[src/rtl/sfifo_pkg.sv]
package sfifo_pkg;
  // width of a threshold code
  localparam int MARK_W = 3;

  // per-direction strobes from control to storage
  typedef struct packed {
    logic push;
    logic pop;
    logic clr;
  } dirStrobe_t;

  typedef struct packed {
    dirStrobe_t tx;
    dirStrobe_t rx;
  } fifoStrobes_t;
endpackage

[src/rtl/sfifo_data.sv]
module sfifo_data
  import sfifo_pkg::*;
#(
  parameter int W     = 16,
  parameter int DEPTH = 16
) (
  input  logic         clk,
  input  fifoStrobes_t stb,
  input  logic [W-1:0] txWrData,
  input  logic [W-1:0] rxWrData,
  output logic [W-1:0] txHead,
  output logic [W-1:0] rxHead
);
  localparam int PTR_W = (DEPTH > 1) ? $clog2(DEPTH) : 1;

  dirStrobe_t   dirStb [2];
  logic [W-1:0] dirIn  [2];
  logic [W-1:0] dirOut [2];

  always_comb begin
    dirStb[0] = stb.tx;
    dirStb[1] = stb.rx;
    dirIn[0]  = txWrData;
    dirIn[1]  = rxWrData;
  end

  for (genvar d = 0; d < 2; d++) begin : g_dir
    logic [W-1:0]     mem [DEPTH];
    logic [PTR_W-1:0] wrPtr;
    logic [PTR_W-1:0] rdPtr;

    function automatic logic [PTR_W-1:0] bump(input logic [PTR_W-1:0] p);
      return (p == PTR_W'(DEPTH - 1)) ? '0 : p + 1'b1;
    endfunction

    always_ff @(posedge clk) begin
      if (dirStb[d].clr) begin
        wrPtr <= '0;
        rdPtr <= '0;
      end else begin
        if (dirStb[d].push) wrPtr <= bump(wrPtr);
        if (dirStb[d].pop)  rdPtr <= bump(rdPtr);
      end
    end

    always_ff @(posedge clk) begin
      if (dirStb[d].push) mem[wrPtr] <= dirIn[d];
    end

    assign dirOut[d] = mem[rdPtr];
  end

  assign txHead = dirOut[0];
  assign rxHead = dirOut[1];
endmodule

[src/rtl/sfifo_ctrl.sv]
module sfifo_ctrl
  import sfifo_pkg::*;
#(
  parameter int DEPTH = 16,
  localparam int CNT_W = $clog2(DEPTH + 1)
) (
  input  logic                clk,
  input  logic                rst,
  input  logic                txClr,
  input  logic                rxClr,
  input  logic                cfgWrEn,
  input  logic [2*MARK_W-1:0] cfgWrData,
  input  logic                busWr,
  input  logic                serTxPop,
  input  logic                serRxPush,
  input  logic                busRd,
  output fifoStrobes_t        stb,
  output logic [CNT_W-1:0]    txRoom,
  output logic [CNT_W-1:0]    rxCount,
  output logic [MARK_W-1:0]   txMark,
  output logic [MARK_W-1:0]   rxMark,
  output logic                txReq,
  output logic                rxReq,
  output logic [1:0]          ovf,
  output logic [1:0]          unf
);
  localparam logic [CNT_W-1:0] FULL  = CNT_W'(DEPTH);
  localparam logic [CNT_W-1:0] QTR   = CNT_W'(DEPTH / 4);
  localparam logic [CNT_W-1:0] HALF  = CNT_W'(DEPTH / 2);
  localparam logic [CNT_W-1:0] TQTR  = CNT_W'((3 * DEPTH) / 4);
  localparam logic [CNT_W-1:0] ONE   = CNT_W'(1);

  logic [1:0]       pushIn, popIn, clrIn, pushOk, popOk;
  logic [CNT_W-1:0] cnt [2];

  always_comb begin
    pushIn = {serRxPush, busWr};
    popIn  = {busRd, serTxPop};
    clrIn  = {rst || rxClr, rst || txClr};
  end

  for (genvar d = 0; d < 2; d++) begin : g_cnt
    always_comb begin
      popOk[d]  = popIn[d] && (cnt[d] != '0);
      pushOk[d] = pushIn[d] && ((cnt[d] != FULL) || popOk[d]);
    end

    always_ff @(posedge clk) begin
      if (clrIn[d]) begin
        cnt[d] <= '0;
        ovf[d] <= 1'b0;
        unf[d] <= 1'b0;
      end else begin
        cnt[d] <= cnt[d] + CNT_W'(pushOk[d]) - CNT_W'(popOk[d]);
        if (pushIn[d] && !pushOk[d]) ovf[d] <= 1'b1;
        if (popIn[d] && !popOk[d])   unf[d] <= 1'b1;
      end
    end
  end

  always_comb begin
    stb.tx.clr  = clrIn[0];
    stb.tx.push = pushOk[0] && !clrIn[0];
    stb.tx.pop  = popOk[0] && !clrIn[0];
    stb.rx.clr  = clrIn[1];
    stb.rx.push = pushOk[1] && !clrIn[1];
    stb.rx.pop  = popOk[1] && !clrIn[1];
  end

  always_ff @(posedge clk) begin
    if (rst) begin
      txMark <= '0;
      rxMark <= '0;
    end else if (cfgWrEn) begin
      txMark <= cfgWrData[MARK_W-1:0];
      rxMark <= cfgWrData[2*MARK_W-1:MARK_W];
    end
  end

  assign txRoom  = FULL - cnt[0];
  assign rxCount = cnt[1];

  // outbound: request on free space
  always_comb begin
    if (!txMark[2]) txReq = (txRoom == FULL);
    else begin
      case (txMark[1:0])
        2'b00:   txReq = txRoom > TQTR;
        2'b01:   txReq = txRoom > HALF;
        2'b10:   txReq = txRoom > QTR;
        default: txReq = txRoom > ONE;
      endcase
    end
  end

  // inbound: request on stored words
  always_comb begin
    if (!rxMark[2]) rxReq = (rxCount >= ONE);
    else begin
      case (rxMark[1:0])
        2'b00:   rxReq = rxCount > QTR;
        2'b01:   rxReq = rxCount > HALF;
        2'b10:   rxReq = rxCount > TQTR;
        default: rxReq = rxCount == FULL;
      endcase
    end
  end
endmodule

[src/rtl/sfifo_pair.sv]
module sfifo_pair
  import sfifo_pkg::*;
#(
  parameter int W     = 16,
  parameter int DEPTH = 16,
  localparam int CNT_W = $clog2(DEPTH + 1),
  localparam int RB_W  = 2 * CNT_W + 2 * MARK_W
) (
  input  logic                clk,
  input  logic                rst,
  input  logic                txClr,
  input  logic                rxClr,
  input  logic                cfgWrEn,
  input  logic [2*MARK_W-1:0] cfgWrData,
  input  logic                busWr,
  input  logic [W-1:0]        busWrData,
  input  logic                serTxPop,
  output logic [W-1:0]        serTxData,
  input  logic                serRxPush,
  input  logic [W-1:0]        serRxData,
  input  logic                busRd,
  output logic [W-1:0]        busRdData,
  output logic [RB_W-1:0]     regRdData,
  output logic                txReq,
  output logic                rxReq,
  output logic                txOvf,
  output logic                txUnf,
  output logic                rxOvf,
  output logic                rxUnf
);
  fifoStrobes_t      stb;
  logic [CNT_W-1:0]  txRoom, rxCount;
  logic [MARK_W-1:0] txMark, rxMark;
  logic [1:0]        ovf, unf;

  sfifo_ctrl #(.DEPTH(DEPTH)) u_ctrl (
    .clk(clk), .rst(rst), .txClr(txClr), .rxClr(rxClr),
    .cfgWrEn(cfgWrEn), .cfgWrData(cfgWrData),
    .busWr(busWr), .serTxPop(serTxPop), .serRxPush(serRxPush), .busRd(busRd),
    .stb(stb), .txRoom(txRoom), .rxCount(rxCount),
    .txMark(txMark), .rxMark(rxMark), .txReq(txReq), .rxReq(rxReq),
    .ovf(ovf), .unf(unf)
  );

  sfifo_data #(.W(W), .DEPTH(DEPTH)) u_data (
    .clk(clk), .stb(stb),
    .txWrData(busWrData), .rxWrData(serRxData),
    .txHead(serTxData), .rxHead(busRdData)
  );

  assign regRdData = {rxMark, txMark, rxCount, txRoom};
  assign txOvf = ovf[0];
  assign txUnf = unf[0];
  assign rxOvf = ovf[1];
  assign rxUnf = unf[1];
endmodule

[config.mk]
export PLATFORM = sky130hd
export DESIGN_NAME = sfifo_pair
export DESIGN_NICKNAME = d
export VERILOG_FILES = /design/src/rtl/sfifo_pkg.sv /design/src/rtl/sfifo_data.sv /design/src/rtl/sfifo_ctrl.sv /design/src/rtl/sfifo_pair.sv
export SDC_FILE = /design/constraint.sdc
export NUM_CORES = 1
export LEC_CHECK = 0
export ABC_AREA = 1
export BUFFER_PORTS_ARGS = -buffer_cell sky130_fd_sc_hd__buf_2
export CAP_MARGIN = 20
export CORE_ASPECT_RATIO = 1.4
export CORE_MARGIN = 4
export CORE_UTILIZATION = 50
export DETAILED_ROUTE_END_ITERATION = 6
export PLACE_DENSITY = 0.75
export SETUP_SLACK_MARGIN = 0.15
export SLEW_MARGIN = 0
export SYNTH_ARGS = -nofsm -noshare
export SYNTH_HDL_FRONTEND = slang
export SYNTH_SLANG_ARGS = --single-unit
export TNS_END_PERCENT = 20
[constraint.sdc]
create_clock -name clk -period 5.9 [get_ports clk]
set_input_delay 0.59 -clock clk [delete_from_list [all_inputs] [get_ports clk]]
set_output_delay 0.59 -clock clk [all_outputs]
set_load 0.02 [all_outputs]
# [Word level (Yosys, flattened, before mapping)]
# Memories as Yosys holds them, arrays and structs flattened. A register that Yosys moved wholly into a read port is not among the register bits.
# Index checks and enable logic that the tools add are counted.
[op_classes] addsub=9 n_mul=0 div=0 n_lt_le_gt_ge=8 eq_ne=12 shift=0 mux=24 bitwise_logic=2 reduce_logical=26
[op_table] op="$mux 4" count=8
[op_table] op="$gt 5x4->1 const B" count=4
[op_table] op="$add 4x1->4 const B" count=4
[op_table] op="$eq 4x4->1 const B" count=4
[op_table] op="$logic_and 1x1->1" count=12
[op_table] op="$mux 1" count=12
[op_table] op="$add 5x1->5" count=2
[op_table] op="$eq 5x5->1 const B" count=2
[op_table] op="$gt 5x3->1 const B" count=2
[op_table] op="$mux 5" count=2
[op_table] op="$ne 5x5->1 const B" count=2
[op_table] op="$reduce_bool 5->1" count=2
[op_table] op="$sub 5x1->5" count=2
[op_table] op="$logic_not 1->1" count=6
[op_table] op="$pmux 1 s3" count=2
[op_table] op="$ge 5x1->1 const B" count=1
[op_table] op="$gt 5x1->1 const B" count=1
[op_table] op="$sub 5x5->5 const A" count=1
[op_table] op="$eq 2x1->1 const B" count=2
[op_table] op="$eq 2x2->1 const B" count=2
[op_table] op="$logic_not 2->1" count=2
[op_table] op="$logic_or 1x1->1" count=4
[op_table] op="$or 1x1->1" count=2
[word_totals] ff_bits=26 latch_bits=0 ram_bits=522 mem_bits_ro=0 inputBits=47 wordCells=94 mem_count=3
[memory_table] name="u_data.g_dir[0].mem" words=16 width=16 read_ports=1 rd_ports_with_merged_regs=1 write_ports=1 line_no="sfifo_data.sv:28" rtl="logic [W-1:0] mem [DEPTH];"
[memory_table] name="u_data.g_dir[1].mem" words=16 width=16 read_ports=1 rd_ports_with_merged_regs=1 write_ports=1 line_no="sfifo_data.sv:28"
[memory_table] name="u_ctrl.cnt" words=2 width=5 read_ports=2 rd_ports_with_merged_regs=0 write_ports=2 line_no="sfifo_ctrl.sv:34" rtl="logic [CNT_W-1:0] cnt [2];"

# [Longest topological paths before layout]
# Gate-level depths: netlist of the first run.
[logic_depth] ltp_word=7 depth_mapped=15 depth_no_buf=15

# [Cells and area by module]
# From an unflattened synthesis of the first run, not the netlist that was laid out.
[unflattened] hier_cells=2420 area_unflattened_um2=24527.3
[by_module_without_submodules] module="sfifo_data" instances=1 cells_per_inst=2220 area_each_um2=23044.6 seq_area_each_um2=15855.2
[by_module_without_submodules] module="sfifo_ctrl" instances=1 cells_per_inst=200 area_each_um2=1482.7 seq_area_each_um2=400.4

# [Least setup slack after synthesis of the first run]
# Ideal clock, no wire load.
[synth_timing] path_kind="input-to-reg" from="in rst" to="mem u_data.g_dir[0].mem[3][0] (enable)" arrival_time_ps=2355 path_slack_ps=3136 path_stages=6 path_cell_list="buf_6 nor2_4 inv_2 nor2_4 inv_1 nor3_1"
[synth_between] elab_chain_cells=5
[synth_rtl] item="start, declared" line_no="sfifo_pair.sv:10" rtl="input logic rst,"
[synth_rtl] item="$logic_or 1x1->1" line_no="sfifo_ctrl.sv:39" rtl="clrIn = {rst || rxClr, rst || txClr};"
[synth_rtl] item="$logic_not 1->1" line_no="sfifo_ctrl.sv:63" rtl="stb.tx.push = pushOk[0] && !clrIn[0];"
[synth_rtl] item="$logic_and 1x1->1" line_no="sfifo_ctrl.sv:63"
[synth_rtl] item="$mux 1" line_no="sfifo_data.sv:47" rtl="if (dirStb[d].push) mem[wrPtr] <= dirIn[d];"
[synth_rtl] item="$mux 1 (implied by the code)" line_no="sfifo_data.sv:47"
[synth_rtl] item="end, declared" line_no="sfifo_data.sv:28"
# No other way between the ends.

==> metrics, run 1 <==
total gr overflow=0; GR Util All Layers=0.197; max-slew violations=0; layout cell share with drive strength beyond 1=0.115; GP Congestion=around 0.79; Worst EP arrival=3.07 ns; clk_lat worst skew=~0.58 ns; Critical Path Fanout Max=roughly 140; Multi-input gate area=about 5400 sq um; register area=~16,000 sq um; critical path startpoint category=register; Core ar.=approximately 46,000 sq um; Ys Warns=0; TritonCTS clock tree=built; die width=around 190 microns; top post-synthesis cells by count=edfxtp_1, inv_1, nand2_1, nand3_1, a21oi_1; CTS Buf Count=a little over 50; CTS root buf=clkbuf_16; WS Path Type=reg2out; DRT Pass-1 Iters=5; setup TNS=0 ns; initial antenna violation count=5; Power per Cell Area=about 330 nW/um^2; Synth Flop Type=edfxtp_1; clock buffer depth=3; # resized after CTS=0; Synth Cell Area=23,500 sq um; crit path capture=busRdData[6]; status=finished, final reports clean; # Max-Cap Violations=0; die area=a little over 50,000 sq um; number of synthesized flops with an enable pin=512; final hold vios=0; IO Pins=just over 100; Hold Buf Count CTS=0; Setup Viol. Count Final=0; post-synthesis cell type count=35; die height=between 200 and 300 microns; Initial Util=0.508; Synth async-reset ratio=0; Fillers=roughly 3.7k; Synth Register Bits=between 500 and 600; leakage=approximately 9.5 nW; R2R depth=10; RSZ-0062 raised after global routing=no; DRT Wirelength=between 50 and 60 mm; total vias in the final route=~15k; setup repair bufs after CTS=0; Seq/Total Area, Yosys=0.691; Final nets=2,164; RR Startpoint=u_ctrl.cnt[1][2]; CP required=between 5 and 6 ns; HP Class=in2reg; Synth area leader=edfxtp_1; final antenna-violating net count=0; Yosys top cell area share=0.654; hold_sp=cfgWrData[5]; final hold slack=about 0.27 ns; Fmax=roughly 270 MHz; DRC viols=0; r2r endpoint=u_data.g_dir[1].mem[6][12]; most frequent cell after synthesis=edfxtp_1; vias in the first global route=roughly 15k; final worst path period share=0.621; Mapped Cells=about 2.0k; Area Overhead vs Synth=11.3%; Routed WL per cell=between 15 and 20 microns; post-layout minimum cycle time=3.66 ns; DRC marker count from the first detailed-route iteration=1,147; # rows=93; Avg Inst Size Synth=around 12 sq um; Tightest Pin Transition=around 1.1 ns; Max VDD drop=about 290 uV; Setup crit end kind=output pin; Synth Net Count=just over 2k; Synth area leaders=edfxtp_1, inv_1, nand3_1, o211ai_1, nand2_1; largest net degree at the start of global routing=approximately 240; CTS H-tree lvls=2; routed vias/inst=5.46; Worst-path clk slew=about 0.060 ns; relative slew slack=0.291; first-pass GRT wire length=between 70 and 80 mm; worst reg-to-reg setup slack=between 3 and 4 ns; Detail Placement HPWL=just over 30 mm; CTS Sinks=about 560; port bufs=100; final clock skew=about 0.026 ns
==> power breakdown <==
group          switching (mW)  total, mW  internal (mW)
Combinational           0.638      0.964          0.326
Clock                    1.42       3.21           1.79
Sequential             0.0588       4.40           4.35
==> logic make-up (layout without fill, tap and decap cells) <==
family | after synthesis | after routing | synth area share
AOI/OAI and AO/OA | 428 | 428 | 0.106
xor gates and xnor gates | 5 | 5 | 0.00186
adders and majority gates | 35 | 35 | 0.0193
buffers and inverters | 429 | 555 | 0.0798
DFF | 556 | 556 | 0.691
other | 0 | 2 | 0
and+or+nand+nor | 542 | 542 | 0.101
==> worst min-delay path by stage <==
stage	endpoint	slack, ns	cells past startpoint
after detailed placement	u_ctrl.ovf[1]	0.45	2
after floorplan	register	0.46	2
after CTS	u_ctrl.rxMark[2]	0.24	3
after global routing	u_ctrl.rxMark[2]	0.26	3
after global placement	u_ctrl.ovf[1]	0.45	2
final	u_ctrl.rxMark[2]	0.27	3
==> cell usage in the layout, fill, tap and decap left out, types with 3 or more instances in the layout <==
master,netlist,final
a211oi_1,6,6
a21oi_1,149,149
buf_2,38,100
buf_4,10,38
bufinv_16,0,4
clkbuf_1,28,8
clkbuf_16,0,51
clkinv_1,0,7
clkinv_2,0,12
clkinvlp_4,0,3
dfxtp_1,44,40
dfxtp_4,0,4
edfxtp_1,512,512
ha_1,33,33
inv_1,319,319
nand2_1,235,235
nand2_2,3,3
nand3_1,215,215
nand4_1,5,5
nor2_1,66,63
nor2_2,2,5
nor2_4,3,3
nor3_1,6,3
nor3_2,0,3
o211ai_1,128,128
o21a_1,3,3
o21ai_0,138,138
xor2_1,3,3
==> through the flow <==
step                      setup slack (ns)  utilization  total power [mW]  cell area (sq um)  instances
after floorplan                       3.14            -              5.18              23500       1995
after global placement                2.98        0.528              5.42              24500       2644
after detailed placement              2.90        0.529              5.46              24500       2645
after CTS                             2.27        0.564              8.65              26100       2737
after global routing                  2.02        0.565              8.94              26200       2739
final                                 2.24        0.565              8.57              26200       2740
==> cell type report <==
type                       count  area share
antenna                        2    0.000191
clock buffer                  60      0.0505
clock inverter                32      0.0116
inverter                     321      0.0461
multi-input combinational   1010       0.206
sequential                   556       0.622
tap                          617      0.0295
timing repair buffer         142      0.0337
==> layer usage <==
layer / up-vias / share of wire / global-route usage
met5: - / 0.00041 / 0
met4: 4 / 0.036 / 0.0775
met3: 130 / 0.059 / 0.0329
met2: 526 / 0.54 / 0.366
met1: 7177 / 0.37 / 0.223
li1: 7135 / - / -
==> critical path: stages, from the launching register on <==
cell	delay, ns
dfxtp_4	1.01
buf_12	0.50
a21oi_1	0.15
o21ai_0	0.12
nand3_1	0.10
nand3_1	0.15
nand2_1	0.13
buf_2	0.18
==> registers in the layout, indices dropped and copies added (netlist names), named ones only <==
| register | flops |
|---|---|
| u_ctrl.cnt | 10 |
| u_ctrl.ovf | 2 |
| u_ctrl.rxMark | 3 |
| u_ctrl.txMark | 3 |
| u_ctrl.unf | 2 |
| u_data.g_dir.mem | 512 |
| u_data.g_dir.rdPtr | 8 |
| u_data.g_dir.wrPtr | 8 |
No activity file was read; power rests on OpenSTA's default activity.
==> run 2: changes to the inputs <==
ABC_AREA = 0   (was 1)
PLACE_DENSITY = 0.78   (was 0.75)
clock period = 3.1 ns   (was 5.9 ns; I/O delays follow)
==> run 2 against run 1 <==
Compared with the run above: global-route usage down 0.95 points; sequential power up 91%; sequential cell count unchanged; utilization up 1.8 points; non-clock buffer count up 30; register-to-register slack worse by 2.7 ns; area after synthesis down 6.7%; clock skew down 0.012 ns; largest cell class unchanged.
==> metrics, run 2 <==
Routed WL per cell=around 25 microns; DRC marker count from the first detailed-route iteration=roughly 900; Critical Path Max Stage Delay=0.61 ns; DRT met1 WL=roughly 16 mm; clk_lat worst skew=approximately 0.57 ns; Synth Net Count=around 1.1k; die width=approximately 180 microns; most frequent cell after synthesis=edfxtp_1; CTS H-tree lvls=2; ANT cells=0; CTS Buf Count=a little under 50; routed vias/inst=~5.8; Final nets=1,276; Critical path buffers and inverters=2; HP Class=in2reg; Setup Viol. Count Final=0; first-pass GRT wire length=~67 mm; DRC viols=0; critical path startpoint category=register; Met2 Wirelength=24.9 mm; final clock skew=approximately 0.014 ns; Mapped Cells=1,017; port bufs=100; CTS root buf=clkbuf_16; total gr overflow=0; Max stage delay cell, worst path=mux4_1; wire length on met3=approximately 2.2 mm; die height=between 200 and 300 microns; DRT Pass-1 Iters=5; Core ar.=approximately 43,000 sq um; # rows=90; GP Congestion=approximately 0.78; Fmax=about 340 MHz; final hold slack=0.0410 ns; Synth Register Bits=between 500 and 600; leakage=a little over 8 nW; post-synthesis cell type count=45; Synth area leaders=edfxtp_1, mux4_2, mux4_1, dfxtp_1, ha_1; final worst path period share=0.941; Tightest Pin Transition=between 0.5 and 0.6 ns; Layout Utilization=0.583; die area=47,300 sq um; GR Util All Layers=0.187; clock buffer depth=3; CTS Sinks=approximately 560; final hold vios=0; Synth Cell Area=21,900 sq um; number of synthesized flops with an enable pin=roughly 500; Largest register FFs=between 500 and 600; Multi-input gate area=around 5400 sq um; TritonCTS clock tree=built; Layout Cells excl Fill=around 1.8k; max-slew violations=0; Setup crit end kind=output pin; Max VDD drop=~570 uV; top post-synthesis cells by count=edfxtp_1, mux4_2, nor2_1, dfxtp_1, mux4_1; most frequent cells in the layout=edfxtp_1, mux4_2, buf_2, clkbuf_16; Fillers=roughly 3.0k; IO Pins=a little over 100; status=finished, final reports clean; Power per Cell Area=~670 nW/um^2; Detail Placement HPWL=~25 mm; post-layout minimum cycle time=slightly below 3 ns; Critical Path Fanout Max=30; crit-path cells=buf_16 -> mux4_1 -> mux4_2 -> buf_2; RSZ-0062 raised after global routing=yes; register area=~16,000 sq um; Worst EP arrival=about 2.6 ns; initial antenna violation count=4; # Max-Cap Violations=0; layout cell share with drive strength beyond 1=0.308; dpl cells=between 1.5k and 2k; vias in the first global route=approximately 11k; Synth Flop Type=edfxtp_1; Avg Inst Size Synth=about 22 sq um; Initial Util=0.507; CP required=2.79 ns; Largest Register=u_data.g_dir.mem; Ys Warns=0; Largest regs=u_data.g_dir.mem (512), u_ctrl.cnt (10); Worst-path clk slew=around 0.060 ns; top cell family by delay on the critical path=multiplexers; relative slew slack=0.621; Seq/Total Area, Yosys=0.741; Synth async-reset ratio=0; Synth area leader=edfxtp_1; DRT Wirelength=between 40 and 50 mm; top sig layer=met5; Yosys top cell area share=0.701; Area Overhead vs Synth=15.0%; WS Path Type=reg2out; largest net degree at the start of global routing=65; total vias in the final route=approximately 10k; final antenna-violating net count=0; Pwr Total=roughly 17 mW; commonest non-fill, non-tap cell in the layout=edfxtp_1
-- run 2: changes by cell type after synthesis, sizes merged, moves of 127 or more --
cell,change
o211ai,-127
nand3,-210
mux4,+160
nand2,-214
o21ai,-132
a21oi,-130
inv,-294
-- run 2: kinds of logic (layout without fill, tap and decap cells) --
kind of cell             count (synthesis)  count (layout)  share of synthesized area
AO/OA/AOI/OAI                           46              46                     0.0135
XOR/XNOR                                13              13                    0.00519
adder cells (fa/ha/maj)                 35              35                     0.0207
buffers and inverters                   73             291                     0.0174
flip-flops                             556             556                      0.741
multiplexers                           170             170                      0.176
AND/OR/NAND/NOR                        124             124                     0.0253
-- run 2: final cells by class --
type                            count  area share
Sequential cell                   556       0.645
Multi-Input combinational cell    388       0.213
Clock buffer                       68      0.0542
Timing Repair Buffer              172      0.0473
Tap cell                          552      0.0274
Clock inverter                     24     0.00908
Inverter                           27     0.00402
-- run 2: worst paths after layout --
| path | endpoint | cells past startpoint | from | slack, ns |
|---|---|---|---|---|
| hold reg to reg | u_ctrl.unf[0] | 2 | u_ctrl.unf[0] | 0.46 |
| setup reg to reg | u_ctrl.cnt[1][4] | 10 | u_ctrl.cnt[1][4] | 0.32 |
| hold / removal | u_ctrl.txMark[2] | 2 | rst | 0.04 |
| setup / recovery | busRdData[1] | 4 | register | 0.18 |
-- run 2: routing by layer --
layer,global-route usage,vias to the layer above
met4,0.0457,4
li1,-,4575
met3,0.0262,76
met1,0.231,5390
met2,0.346,327
met5,0,-
-- run 2: timing repair --
item | in CTS | in global routing
endpoints found under the setup margin | 24 | 14
gates cloned | 0 | 0
gates resized for setup | 0 | 1
buffers inserted | 3 | 8
endpoints found under the hold margin | 10 | 0
hold buffers | 13 | 0
-- run 2: power by group --
part / total, mW / leakage (nW) / internal [mW] / switching (mW)
Combinational: 2.53 / 2.48 / 1.18 / 1.35
Clock: 6.00 / 0.778 / 3.37 / 2.63
Sequential: 8.40 / 4.97 / 8.28 / 0.117
-- run 2: metrics by stage --
step | worst slack, ns | setup TNS, ns | area [sq um]
after floorplan | -0.0420 | -1.99 | 21900
final | 0.183 | 0 | 25200
after global routing | 0.0727 | 0 | 25200
after detailed placement | 0.359 | 0 | 23400
after CTS | 0.0606 | 0 | 25100
after global placement | 0.430 | 0 | 23400
